==> src/rtl/mash_decim_pkg.sv <==
package mash_decim_pkg;
    localparam int unsigned DEF_RATE  = 64;
    localparam int unsigned DEF_ORDER = 4;
    localparam int unsigned DEF_OUT_W = 14;
    localparam int unsigned CANCEL_W  = 4;

    // Signed level of one bit: -1, 0 (cleared history) or +1
    typedef logic signed [1:0] pm_t;

    function automatic pm_t bit_to_pm(input logic b);
        return b ? 2'sb01 : 2'sb11;
    endfunction
endpackage

==> src/rtl/mash_cancel.sv <==
module mash_cancel
    import mash_decim_pkg::*;
#(
    parameter int unsigned W = CANCEL_W
) (
    input  logic                clk,
    input  logic                rst,
    input  logic                coarse_bit,
    input  logic                fine_bit,
    output logic signed [W-1:0] word_o
);
    typedef struct packed {
        pm_t c1;
        pm_t f1;
        pm_t f2;
    } hist_t;

    hist_t st_q, st_d;
    pm_t   c_now, f_now;

    always_comb begin
        c_now   = bit_to_pm(coarse_bit);
        f_now   = bit_to_pm(fine_bit);
        st_d.c1 = c_now;
        st_d.f1 = f_now;
        st_d.f2 = st_q.f1;
        // delayed coarse level plus second difference of the fine level
        word_o  = W'(st_q.c1) + W'(f_now) - (W'(st_q.f1) <<< 1) + W'(st_q.f2);
    end

    always_ff @(posedge clk) begin
        if (rst) st_q <= '0;
        else     st_q <= st_d;
    end


    word_range_chk: assert property (@(posedge clk) disable iff (rst)
        (int'(word_o) >= -5) && (int'(word_o) <= 5));
endmodule

==> src/rtl/cic_integ.sv <==
module cic_integ #(
    parameter int unsigned IN_W  = 4,
    parameter int unsigned ORDER = 4,
    parameter int unsigned ACC_W = 28
) (
    input  logic                   clk,
    input  logic                   rst,
    input  logic signed [IN_W-1:0] din,
    output logic [ACC_W-1:0]       dout
);
    typedef struct packed {
        logic [ORDER-1:0][ACC_W-1:0] acc;
    } integ_t;

    integ_t           st_q, st_d;
    logic [ACC_W-1:0] feed [ORDER];

    for (genvar i = 0; i < ORDER; i++) begin : g_feed
        if (i == 0) begin : g_head
            assign feed[i] = ACC_W'(din);
        end else begin : g_tail
            assign feed[i] = st_q.acc[i-1];
        end
    end

    always_comb begin
        for (int i = 0; i < ORDER; i++) begin
            st_d.acc[i] = st_q.acc[i] + feed[i];
        end
    end

    always_ff @(posedge clk) begin
        if (rst) st_q <= '0;
        else     st_q <= st_d;
    end

    assign dout = st_q.acc[ORDER-1];


    integ_clear_chk: assert property (@(posedge clk)
        rst |=> (st_q.acc == '0));
endmodule

==> src/rtl/cic_comb_dec.sv <==
module cic_comb_dec #(
    parameter int unsigned RATE  = 64,
    parameter int unsigned ORDER = 4,
    parameter int unsigned ACC_W = 28,
    parameter int unsigned OUT_W = 14
) (
    input  logic                    clk,
    input  logic                    rst,
    input  logic [ACC_W-1:0]        din,
    output logic signed [OUT_W-1:0] sample_o,
    output logic                    sample_vld
);
    localparam int unsigned      CNT_W = $clog2(RATE);
    localparam int unsigned      DROP  = ACC_W - OUT_W;
    localparam logic [ACC_W-1:0] HALF  = ACC_W'(1) << (DROP - 1);
    localparam logic [CNT_W-1:0] LAST  = CNT_W'(RATE - 1);

    typedef struct packed {
        logic [CNT_W-1:0]            cnt;
        logic [ORDER-1:0][ACC_W-1:0] dly;
        logic [OUT_W-1:0]            smp;
        logic                        vld;
    } dec_t;

    dec_t             st_q, st_d;
    logic [ACC_W-1:0] stg [ORDER+1];
    logic             tick;

    assign stg[0] = din;
    for (genvar i = 0; i < ORDER; i++) begin : g_comb
        assign stg[i+1] = stg[i] - st_q.dly[i];
    end

    always_comb begin
        st_d     = st_q;
        tick     = (st_q.cnt == LAST);
        st_d.cnt = tick ? '0 : st_q.cnt + 1'b1;
        st_d.vld = tick;
        if (tick) begin
            for (int i = 0; i < ORDER; i++) begin
                st_d.dly[i] = stg[i];
            end
            st_d.smp = OUT_W'((stg[ORDER] + HALF) >> DROP);
        end
    end

    always_ff @(posedge clk) begin
        if (rst) st_q <= '0;
        else     st_q <= st_d;
    end

    assign sample_o   = st_q.smp;
    assign sample_vld = st_q.vld;


    vld_single_chk: assert property (@(posedge clk) disable iff (rst)
        st_q.vld |=> !st_q.vld);


    vld_phase_chk: assert property (@(posedge clk) disable iff (rst)
        st_q.vld |-> ($past(st_q.cnt) == LAST));


    smp_hold_chk: assert property (@(posedge clk) disable iff (rst)
        !st_q.vld |-> $stable(st_q.smp));


    dec_clear_chk: assert property (@(posedge clk)
        rst |=> ((st_q.cnt == '0) && !st_q.vld && (st_q.smp == '0)));
endmodule

==> src/rtl/mash_decim.sv <==
module mash_decim
    import mash_decim_pkg::*;
#(
    parameter int unsigned RATE  = DEF_RATE,
    parameter int unsigned ORDER = DEF_ORDER,
    parameter int unsigned OUT_W = DEF_OUT_W
) (
    input  logic                    clk,
    input  logic                    rst,
    input  logic                    coarse_bit,
    input  logic                    fine_bit,
    output logic signed [OUT_W-1:0] sample_o,
    output logic                    sample_vld
);
    localparam int unsigned GROWTH = ORDER * $clog2(RATE);
    localparam int unsigned ACC_W  = CANCEL_W + GROWTH;

    logic signed [CANCEL_W-1:0] word;
    logic [ACC_W-1:0]           integ_out;

    mash_cancel #(.W(CANCEL_W)) u_cancel (
        .clk        (clk),
        .rst        (rst),
        .coarse_bit (coarse_bit),
        .fine_bit   (fine_bit),
        .word_o     (word)
    );

    cic_integ #(.IN_W(CANCEL_W), .ORDER(ORDER), .ACC_W(ACC_W)) u_integ (
        .clk  (clk),
        .rst  (rst),
        .din  (word),
        .dout (integ_out)
    );

    cic_comb_dec #(.RATE(RATE), .ORDER(ORDER), .ACC_W(ACC_W), .OUT_W(OUT_W)) u_dec (
        .clk        (clk),
        .rst        (rst),
        .din        (integ_out),
        .sample_o   (sample_o),
        .sample_vld (sample_vld)
    );
endmodule

==> config.mk <==
export PLATFORM = sky130hd
export DESIGN_NAME = mash_decim
export DESIGN_NICKNAME = d
export VERILOG_FILES = /design/src/rtl/mash_decim_pkg.sv /design/src/rtl/mash_cancel.sv /design/src/rtl/cic_integ.sv /design/src/rtl/cic_comb_dec.sv /design/src/rtl/mash_decim.sv
export SDC_FILE = /design/constraint.sdc
export NUM_CORES = 1
export LEC_CHECK = 0
export ABC_AREA = 1
export CAP_MARGIN = 10
export CORE_MARGIN = 5
export CORE_UTILIZATION = 30
export CTS_CLUSTER_DIAMETER = 40
export DETAILED_ROUTE_END_ITERATION = 8
export SETUP_SLACK_MARGIN = 0.15
export SYNTH_ARGS = -nofsm -noshare
export SYNTH_HDL_FRONTEND = slang
export SYNTH_SLANG_ARGS = --single-unit
==> constraint.sdc <==
create_clock -name clk -period 5.94 [get_ports clk]
set_clock_uncertainty 0.05 [all_clocks]
set_input_delay 0.891 -clock clk [delete_from_list [all_inputs] [get_ports clk]]
set_output_delay 0.891 -clock clk [all_outputs]
set_load 0.01 [all_outputs]
==> results of run 1 <==
per-layer routing:
metal	GRT usage, %	up-vias	wire, um
met1	16.1	7369	20000
met2	24.1	189	21200
met3	1.94	97	1220
met4	3.60	0	1210
met5	0	-	0
li1	-	8939	-
cell type report:
class	count	share of cell area (%)
multi-input combinational	1838	53.6
sequential	250	20.9
timing repair buffer	275	9.04
clock buffer	62	5.70
inverter	324	5.08
tap	773	4.04
clock inverter	23	1.57
worst reg2reg max path: cells and delay by family, from the launching register on:
kind | cells | cell delay (ns)
adders and majority gates | 6 | 1.69
AOI/OAI and AO/OA | 11 | 1.57
DFF | 1 | 0.33
buffers and inverters | 3 | 0.21
and+or+nand+nor | 20 | 1.69
xor gates and xnor gates | 3 | 0.62
registers in the layout, indices dropped and copies added (netlist names):
register,count
u_dec.st_q,118
u_integ.feed,84
u_integ.dout,28
u_dec.sample_o,14
u_cancel.st_q,3
u_cancel.st_d,2
u_dec.sample_vld,1
worst max-delay path by stage:
| stage | startpoint | endpoint | slack (ns) |
|---|---|---|---|
| floorplan | u_integ.dout[0] | u_dec.sample_o[13] | 0.09 |
| global placement | u_dec.st_q[19] | u_dec.sample_o[10] | -0.27 |
| detailed placement | u_integ.dout[0] | u_dec.sample_o[12] | -0.36 |
| CTS | u_integ.dout[0] | u_dec.sample_o[13] | -0.29 |
| global route | u_integ.dout[0] | u_dec.sample_o[13] | -0.84 |
| finish | u_integ.dout[0] | u_dec.sample_o[13] | -0.33 |
Yosys cell counts (5+ instances only):
master    number  share of area, %
o22ai_1       16              0.56
nor3_1        23              0.64
fa_1          11               1.2
xnor2_1       24               1.2
nand3_1       86               2.4
o21ai_0      225               6.3
nand4_1       13              0.45
nor4_1        11              0.38
a31oi_1       16              0.56
o21a_1        41               1.7
nand2_1      465               9.7
o21ai_2       18              0.88
nor2_1       139               2.9
o21ai_1       11              0.31
o211ai_1       7              0.29
a21oi_1      297               8.3
a21boi_0       7              0.29
clkbuf_1      35              0.73
a21oi_2       15              0.73
ha_1         247                17
o221ai_1       7              0.34
nand2_2       15              0.52
inv_1        321               6.7
a21o_1        21              0.88
xor2_1        62               3.0
o21bai_1      14              0.59
a211oi_1       6              0.25
nand3_2        5              0.28
dfxtp_1      250                28
o31ai_1        5              0.21
buf_4         14              0.59
what timing repair did:
| item | 4_1_cts | 5_1_grt |
|---|---|---|
| pin swaps | 67 | 99 |
| endpoints found under the setup margin | 13 | 14 |
| resized for setup | 98 | 159 |
| setup buffers | 18 | 17 |
per-stage QoR:
stage               cell area (um^2)  setup TNS [ns]
global route                   23900           -6.39
global placement               20600           -1.81
floorplan                      18100               0
CTS                            23000           -1.03
detailed placement             20600           -2.66
finish                         23900           -1.61
cells by family (layout without fill, tap and decap cells):
| family | Yosys count | after routing | share of synthesized area, % |
|---|---|---|---|
| fa+ha+maj | 258 | 258 | 18.4 |
| simple gates | 774 | 774 | 18.1 |
| xor+xnor | 87 | 87 | 4.29 |
| buf+inv | 377 | 684 | 8.29 |
| compound gates | 719 | 719 | 23.0 |
| flops | 250 | 250 | 27.9 |
==> out/metrics.cfg, run 1 <==
[timing]
worst_hold_slack_ns=0.380
setup_viol=9
rsz0062_at_grt=true
relSlewSlack_pct=43.5
tightest_slew_ns=0.847
fin_ws_ns=-0.333
fin_crit_sh_pct=106
clock.fmax_mhz=159
period_needed_ns=6.27
drv_slew=0
hold_viol=0

[route]
vias=16594
vias_per_cell=4.68
route.detailed.drc=0
routed_wl_um=43600
final_antenna_net_count=0
first_iter_violations=631
wl_per_cell_um=12.3
drt_pass1_iterations=4

[global_route]
antenna_found_initial=0
grt_pass1_wl_um=73800
grt_pass1_vias=16298
global_route.usage.total_pct=13.2
grt-ovfl-total=0
grt_max_degree=73

[final_layout]
antenna_cells=0
seqCellArea_mm2=0.00501
multi_input_area_mm2=0.0128
syn2layout_area_growth_pct=33.3
final_cell_mix=nand2_1, inv_1, a21oi_1, dfxtp_1, buf_4
utilization_pct=40.5
nets=2998
fillers=5907
final_common_cell=nand2_1
final_cells=3545
layout-drive-gt1-share_pct=21.8

[min_path]
hold_path_depth=2
hold_start=u_cancel.st_d[1]
min_to=u_cancel.st_q[1]
min-delay-path-class=flop to flop

[floorplanning]
start_util_pct=30.4
num_rows=89
fp.dieH_um=255
die_area_mm2=0.0648
io_pins=19
dieWidth_um=255
core_mm2=0.0591

[clock_network]
cts_sinks=250
cts_tree=done
path_clk_slew_ns=0.05
h-tree-depth=2
root_buffer=clkbuf_16
numCtsBuffers=47
ctsHoldBuffers=0
clock_latency_ns=0.56
cts.path.max_buffers=3

[critical_path]
critPathLaunchType=flop
rrSetupSlack_ns=-0.33
worstPathRequired_ns=6.33
crit_fanout=4
max_stage_delay_ns=0.38
cpMaxStageDelayCell=fa_2
worst-path-buf-inv=3
cp_top_family=simple AND/OR/NAND/NOR gates
criticalPathCategory=flop to flop
r2r-start=u_integ.dout[0]
r2r_cells=43
cp.arrival_ns=6.67
cp.depth=43
reg2reg_to=u_dec.sample_o[13]
end_kind=flop

[synth]
synth_warnings=0
synthFlopType=dfxtp_1
synth_edf_count=0
synth-async-reset-ratio_pct=0
netlist_instances=2465
synth_cell_types=54
synth-seq-cells=250
seq_area_frac_synth_pct=27.9
synthesis.area_mm2=0.0180
syn_nets=2727
avgSynthCellArea_um2=7.28

[placed_design]
io_buffers=18
pre_cts_ws_ns=-0.358
dp_hpwl_um=31300
placed_cells=3425
place.gp.congestion=0.840

[status]
violations=setup timing
outcome=finished, violations left

[flow_run]
maxCapViolCount=0

Power of run 1 is not shown: default switching activity piles up to over one toggle a cycle in this logic, so the estimate is an artifact.
==> inputs of run 2 (changes only) <==
--- a/config.mk
+++ b/config.mk
@@ -11,6 +11,7 @@
 export CORE_UTILIZATION = 30
 export CTS_CLUSTER_DIAMETER = 40
 export DETAILED_ROUTE_END_ITERATION = 8
+export PLACE_DENSITY = 0.43
 export SETUP_SLACK_MARGIN = 0.15
 export SYNTH_ARGS = -nofsm -noshare
 export SYNTH_HDL_FRONTEND = slang
==> run 2 against run 1 <==
The flow still finishes with violations (setup timing). Core utilization up 1.0 points. Worst setup slack better by 0.020 ns. Clock-buffer cell count up 38. Flip-flop and latch count unchanged. Via count up 3.0%. Worst hold slack better by 0.014 ns. Final cell count up 2.3%. First-iteration DRC count down 1.7%. Critical path type unchanged. Critical endpoint unchanged. Highest routed layer unchanged.
==> out/metrics.cfg, run 2 (synthesized netlist as in run 1, its figures left out) <==
[floorplanning]
start_util_pct=30.4
die_area_mm2=0.0648
io_pins=19
core_mm2=0.0591
dieWidth_um=255
fp.dieH_um=255
num_rows=89

[timing]
hold_viol=0
fin_crit_sh_pct=105
period_needed_ns=6.25
relSlewSlack_pct=45.9
rsz0062_at_grt=true
setup_viol=7
clock.fmax_mhz=160
drv_slew=0
fin_ws_ns=-0.313
tightest_slew_ns=0.811
setup_tns_ns=-1.19

[final_layout]
final_cells=3625
top_register=u_dec.st_q
final_cell_mix=nand2_1, inv_1, buf_4, a21oi_1, dfxtp_1
multi_input_area_mm2=0.0127
fillers=5986
utilization_pct=41.5
antenna_cells=0
largest_reg_flops=118
syn2layout_area_growth_pct=36.7
nets=3066
seqCellArea_mm2=0.00501
layout-drive-gt1-share_pct=23.3
final_common_cell=nand2_1

[clock_network]
ctsHoldBuffers=0
cts.path.max_buffers=3
h-tree-depth=3
cts_sinks=250
clock_latency_ns=0.58
root_buffer=clkbuf_16
path_clk_slew_ns=0.05
cts_tree=done
numCtsBuffers=67

[min_path]
hold_start=u_dec.sample_o[6]
min-delay-path-class=flop to flop

[global_route]
grt-ovfl-total=0
grt_pass1_vias=17315
grt_pass1_wl_um=81200
antenna_found_initial=0
grt_max_degree=73
global_route.usage.total_pct=15.1

[route]
route.detailed.drc=0
vias_per_cell=4.71
final_antenna_net_count=0
first_iter_violations=620
vias=17089
drt_pass1_iterations=4
wl_per_cell_um=13.4
routed_wl_um=48600

[critical_path]
cp.arrival_ns=6.64
cp-endpoint=u_dec.sample_o[13]
cpMaxStageDelayCell=ha_1
end_kind=flop
r2r_cells=42
crit_fanout=4
r2r-start=u_integ.dout[0]
rrSetupSlack_ns=-0.31
critPathMostFrequentCell=nand3_2
criticalPathCategory=flop to flop
worstPathRequired_ns=6.33
max_stage_delay_ns=0.34
reg2reg_to=u_dec.sample_o[13]
crit_start=u_integ.dout[0]
critPathLaunchType=flop

[placed_design]
placed_cells=3474
place.gp.congestion=0.881
io_buffers=18
dp_hpwl_um=36700

[status]
outcome=finished, violations left
violations=setup timing

[flow_run]
maxCapViolCount=0

-- run 2: cell count changes in the layout (fill, tap and decap cells not counted), sizes merged --
cell      delta
buf         +48
bufinv       -6
clkbuf      +38
clkinv       -3
clkinvlp     +2
inv          +1
-- run 2: how the worst min path moves through the flow --
stage / end / slack (ns) / depth (start not counted)
finish: u_dec.sample_o[6] / 0.39 / 2
global route: u_dec.sample_o[5] / 0.42 / 2
CTS: u_dec.sample_o[6] / 0.40 / 2
detailed placement: u_dec.sample_o[6] / 0.39 / 2
global placement: u_cancel.st_q[1] / 0.39 / 2
floorplan: u_cancel.st_q[1] / 0.37 / 2
-- run 2: through the flow --
step / hold slack, ns / setup slack [ns] / cell area (um^2)
detailed placement: 0.388 / -0.964 / 21000
CTS: 0.398 / -0.250 / 24100
floorplan: 0.375 / 0.0852 / 18100
global placement: 0.388 / -1.01 / 21000
global route: 0.421 / -0.681 / 24500
finish: 0.393 / -0.313 / 24500
-- run 2: area by class of cell --
| type | count | share of cell area, % |
|---|---|---|
| Clock inverter | 17 | 0.750 |
| Sequential cell | 250 | 20.4 |
| Inverter | 324 | 4.96 |
| Timing Repair Buffer | 323 | 10.1 |
| Tap cell | 773 | 3.94 |
| Multi-Input combinational cell | 1838 | 51.8 |
| Clock buffer | 100 | 8.03 |
-- run 2: per-layer routing --
metal	share of wire [%]	wire (um)	up-vias	track usage (%)
met5	0	0	-	0
li1	-	-	9077	-
met3	2.9	1430	107	3.00
met1	42	20300	7696	16.4
met2	51	25000	209	28.5
met4	3.9	1910	0	6.18
-- run 2: critical path, delay by kind of cell, from the launching register on --
kind            cells  cell delay [ns]
compound gates      9             1.41
buf+inv             6             0.43
simple gates       18             1.61
fa+ha+maj           6             1.67
flops               1             0.32
xor+xnor            3             0.63
-- run 2: what timing repair did --
action | CTS | global route
buffers inserted | 22 | 12
gates cloned | 0 | 0
pin swaps | 103 | 67
resized for setup | 160 | 69
endpoints found under the setup margin | 14 | 14
Power of run 2 is left out for the same reason.
==> inputs of run 3 (changes only) <==
--- a/config.mk
+++ b/config.mk
@@ -11,7 +11,8 @@
 export CORE_UTILIZATION = 30
 export CTS_CLUSTER_DIAMETER = 40
 export DETAILED_ROUTE_END_ITERATION = 8
-export PLACE_DENSITY = 0.43
+export DONT_BUFFER_PORTS = 1
+export PLACE_DENSITY = 0.42
 export SETUP_SLACK_MARGIN = 0.15
 export SYNTH_ARGS = -nofsm -noshare
 export SYNTH_HDL_FRONTEND = slang
==> run 3 against run 2 <==
Flip-flop and latch count stayed put. Clock-buffer cell count down 7. First-iteration DRC count fell by 9.2%. Final area up 3.5%. Highest routed layer unchanged. Sequential share of layout area decreased by 0.69 points. Global-route usage is 0.061 points lower. Critical path depth is 1 lower. Die area did not move. The flow still finishes with violations (setup timing). Worst setup slack got worse by 0.016 ns. Register-to-register slack worse by 0.02 ns. Core utilization up 1.5 points.
==> out/metrics.cfg, run 3 (synthesized netlist as in run 1, its figures left out) <==
[critical_path]
cpMaxStageDelayCell=ha_1
crit_fanout=4
cp.arrival_ns=6.68
end_kind=flop
critPathMostFrequentCell=nand3_2
criticalPathCategory=flop to flop
max_stage_delay_ns=0.35
worstPathRequired_ns=6.35
critPathLaunchType=flop

[final_layout]
final_cell_mix=nand2_1, inv_1, buf_4, a21oi_1, dfxtp_1
nets=3075
final_common_cell=nand2_1
antenna_cells=0
top_register=u_dec.st_q
largest_reg_flops=118
fillers=5937
layout-drive-gt1-share_pct=25.7
syn2layout_area_growth_pct=41.4

[floorplanning]
fp.dieH_um=255
core_mm2=0.0591
start_util_pct=30.4
dieWidth_um=255
die_area_mm2=0.0648
num_rows=89
io_pins=19

[clock_network]
clock_latency_ns=0.59
cts_tree=done
cts_sinks=250
numCtsBuffers=71
cts.path.max_buffers=3
h-tree-depth=3
root_buffer=clkbuf_16
path_clk_slew_ns=0.04
ctsHoldBuffers=0

[min_path]
min-delay-path-class=primary input to flop

[flow_run]
maxCapViolCount=0

[global_route]
grt-ovfl-total=0
grt_max_degree=85
grt_pass1_vias=17286
grt_pass1_wl_um=80800
global_route.usage.total_pct=15.0
antenna_found_initial=0

[timing]
fin_crit_sh_pct=106
rsz0062_at_grt=true
clock.fmax_mhz=160
setup_viol=7
period_needed_ns=6.27
tightest_slew_ns=0.841
relSlewSlack_pct=43.9
drv_slew=0
fin_ws_ns=-0.328
hold_viol=0
worst_hold_slack_ns=0.325

[route]
routed_wl_um=49300
route.detailed.drc=0
vias_per_cell=4.70
wl_per_cell_um=13.5
vias=17126
final_antenna_net_count=0
drt_pass1_iterations=5
first_iter_violations=563

[status]
outcome=finished, violations left
violations=setup timing

[placed_design]
dp_hpwl_um=36400
place.gp.congestion=0.900
io_buffers=0

-- run 3: final timing paths --
check	start	end	slack [ns]	cells past startpoint
worst min-delay path	rst	u_integ.dout[0]	0.32	1
worst max-delay path	u_integ.dout[0]	u_dec.sample_o[13]	-0.33	41
worst max register to register	u_integ.dout[0]	u_dec.sample_o[13]	-0.33	41
worst min register to register	u_cancel.st_d[1]	u_cancel.st_q[1]	0.39	2
-- run 3: timing repair --
item                                    CTS  global route
resized for setup                       115           176
endpoints found under the setup margin   14            15
pin swaps                                64            92
endpoints found under the hold margin     0             0
setup buffers                            34            30
-- run 3: area by class of cell --
class,instances,area (um^2),share of cell area [%]
multi-input combinational,1838,13100,51.4
sequential,250,5010,19.7
timing repair buffer,328,2540,9.99
clock buffer,93,2010,7.91
inverter,324,1220,4.79
tap,773,967,3.81
clock inverter,35,604,2.38
-- run 3: critical path: cells and delay by family, from the launching register on --
family	cells	cell delay (ns)
AND/OR/NAND/NOR	18	1.67
buffers and inverters	4	0.30
adder cells (fa/ha/maj)	6	1.66
flip-flops	1	0.32
AO/OA/AOI/OAI	10	1.51
XOR/XNOR	3	0.60
-- run 3: per-layer routing --
metal	wire length, um	up-vias	GRT usage, %
li1	-	9096	-
met1	20700	7735	16.0
met2	25600	187	29.1
met3	1370	108	3.05
met4	1690	0	5.52
met5	0	-	0
-- run 3: stage by stage --
step / TNS, ns / util (%) / std cells / cell area (um^2) / setup WS, ns
global route: -6.35 / 42.9 / 3641 / 25400 / -0.781
finish: -1.45 / 42.9 / 3641 / 25400 / -0.328
floorplan: 0 / - / 2465 / 18100 / 0.0852
global placement: -5.68 / 35.2 / 3449 / 20800 / -0.782
CTS: -1.99 / 40.9 / 3611 / 24200 / -0.400
detailed placement: -6.44 / 35.2 / 3449 / 20800 / -0.856
Power of run 3 is left out for the same reason.
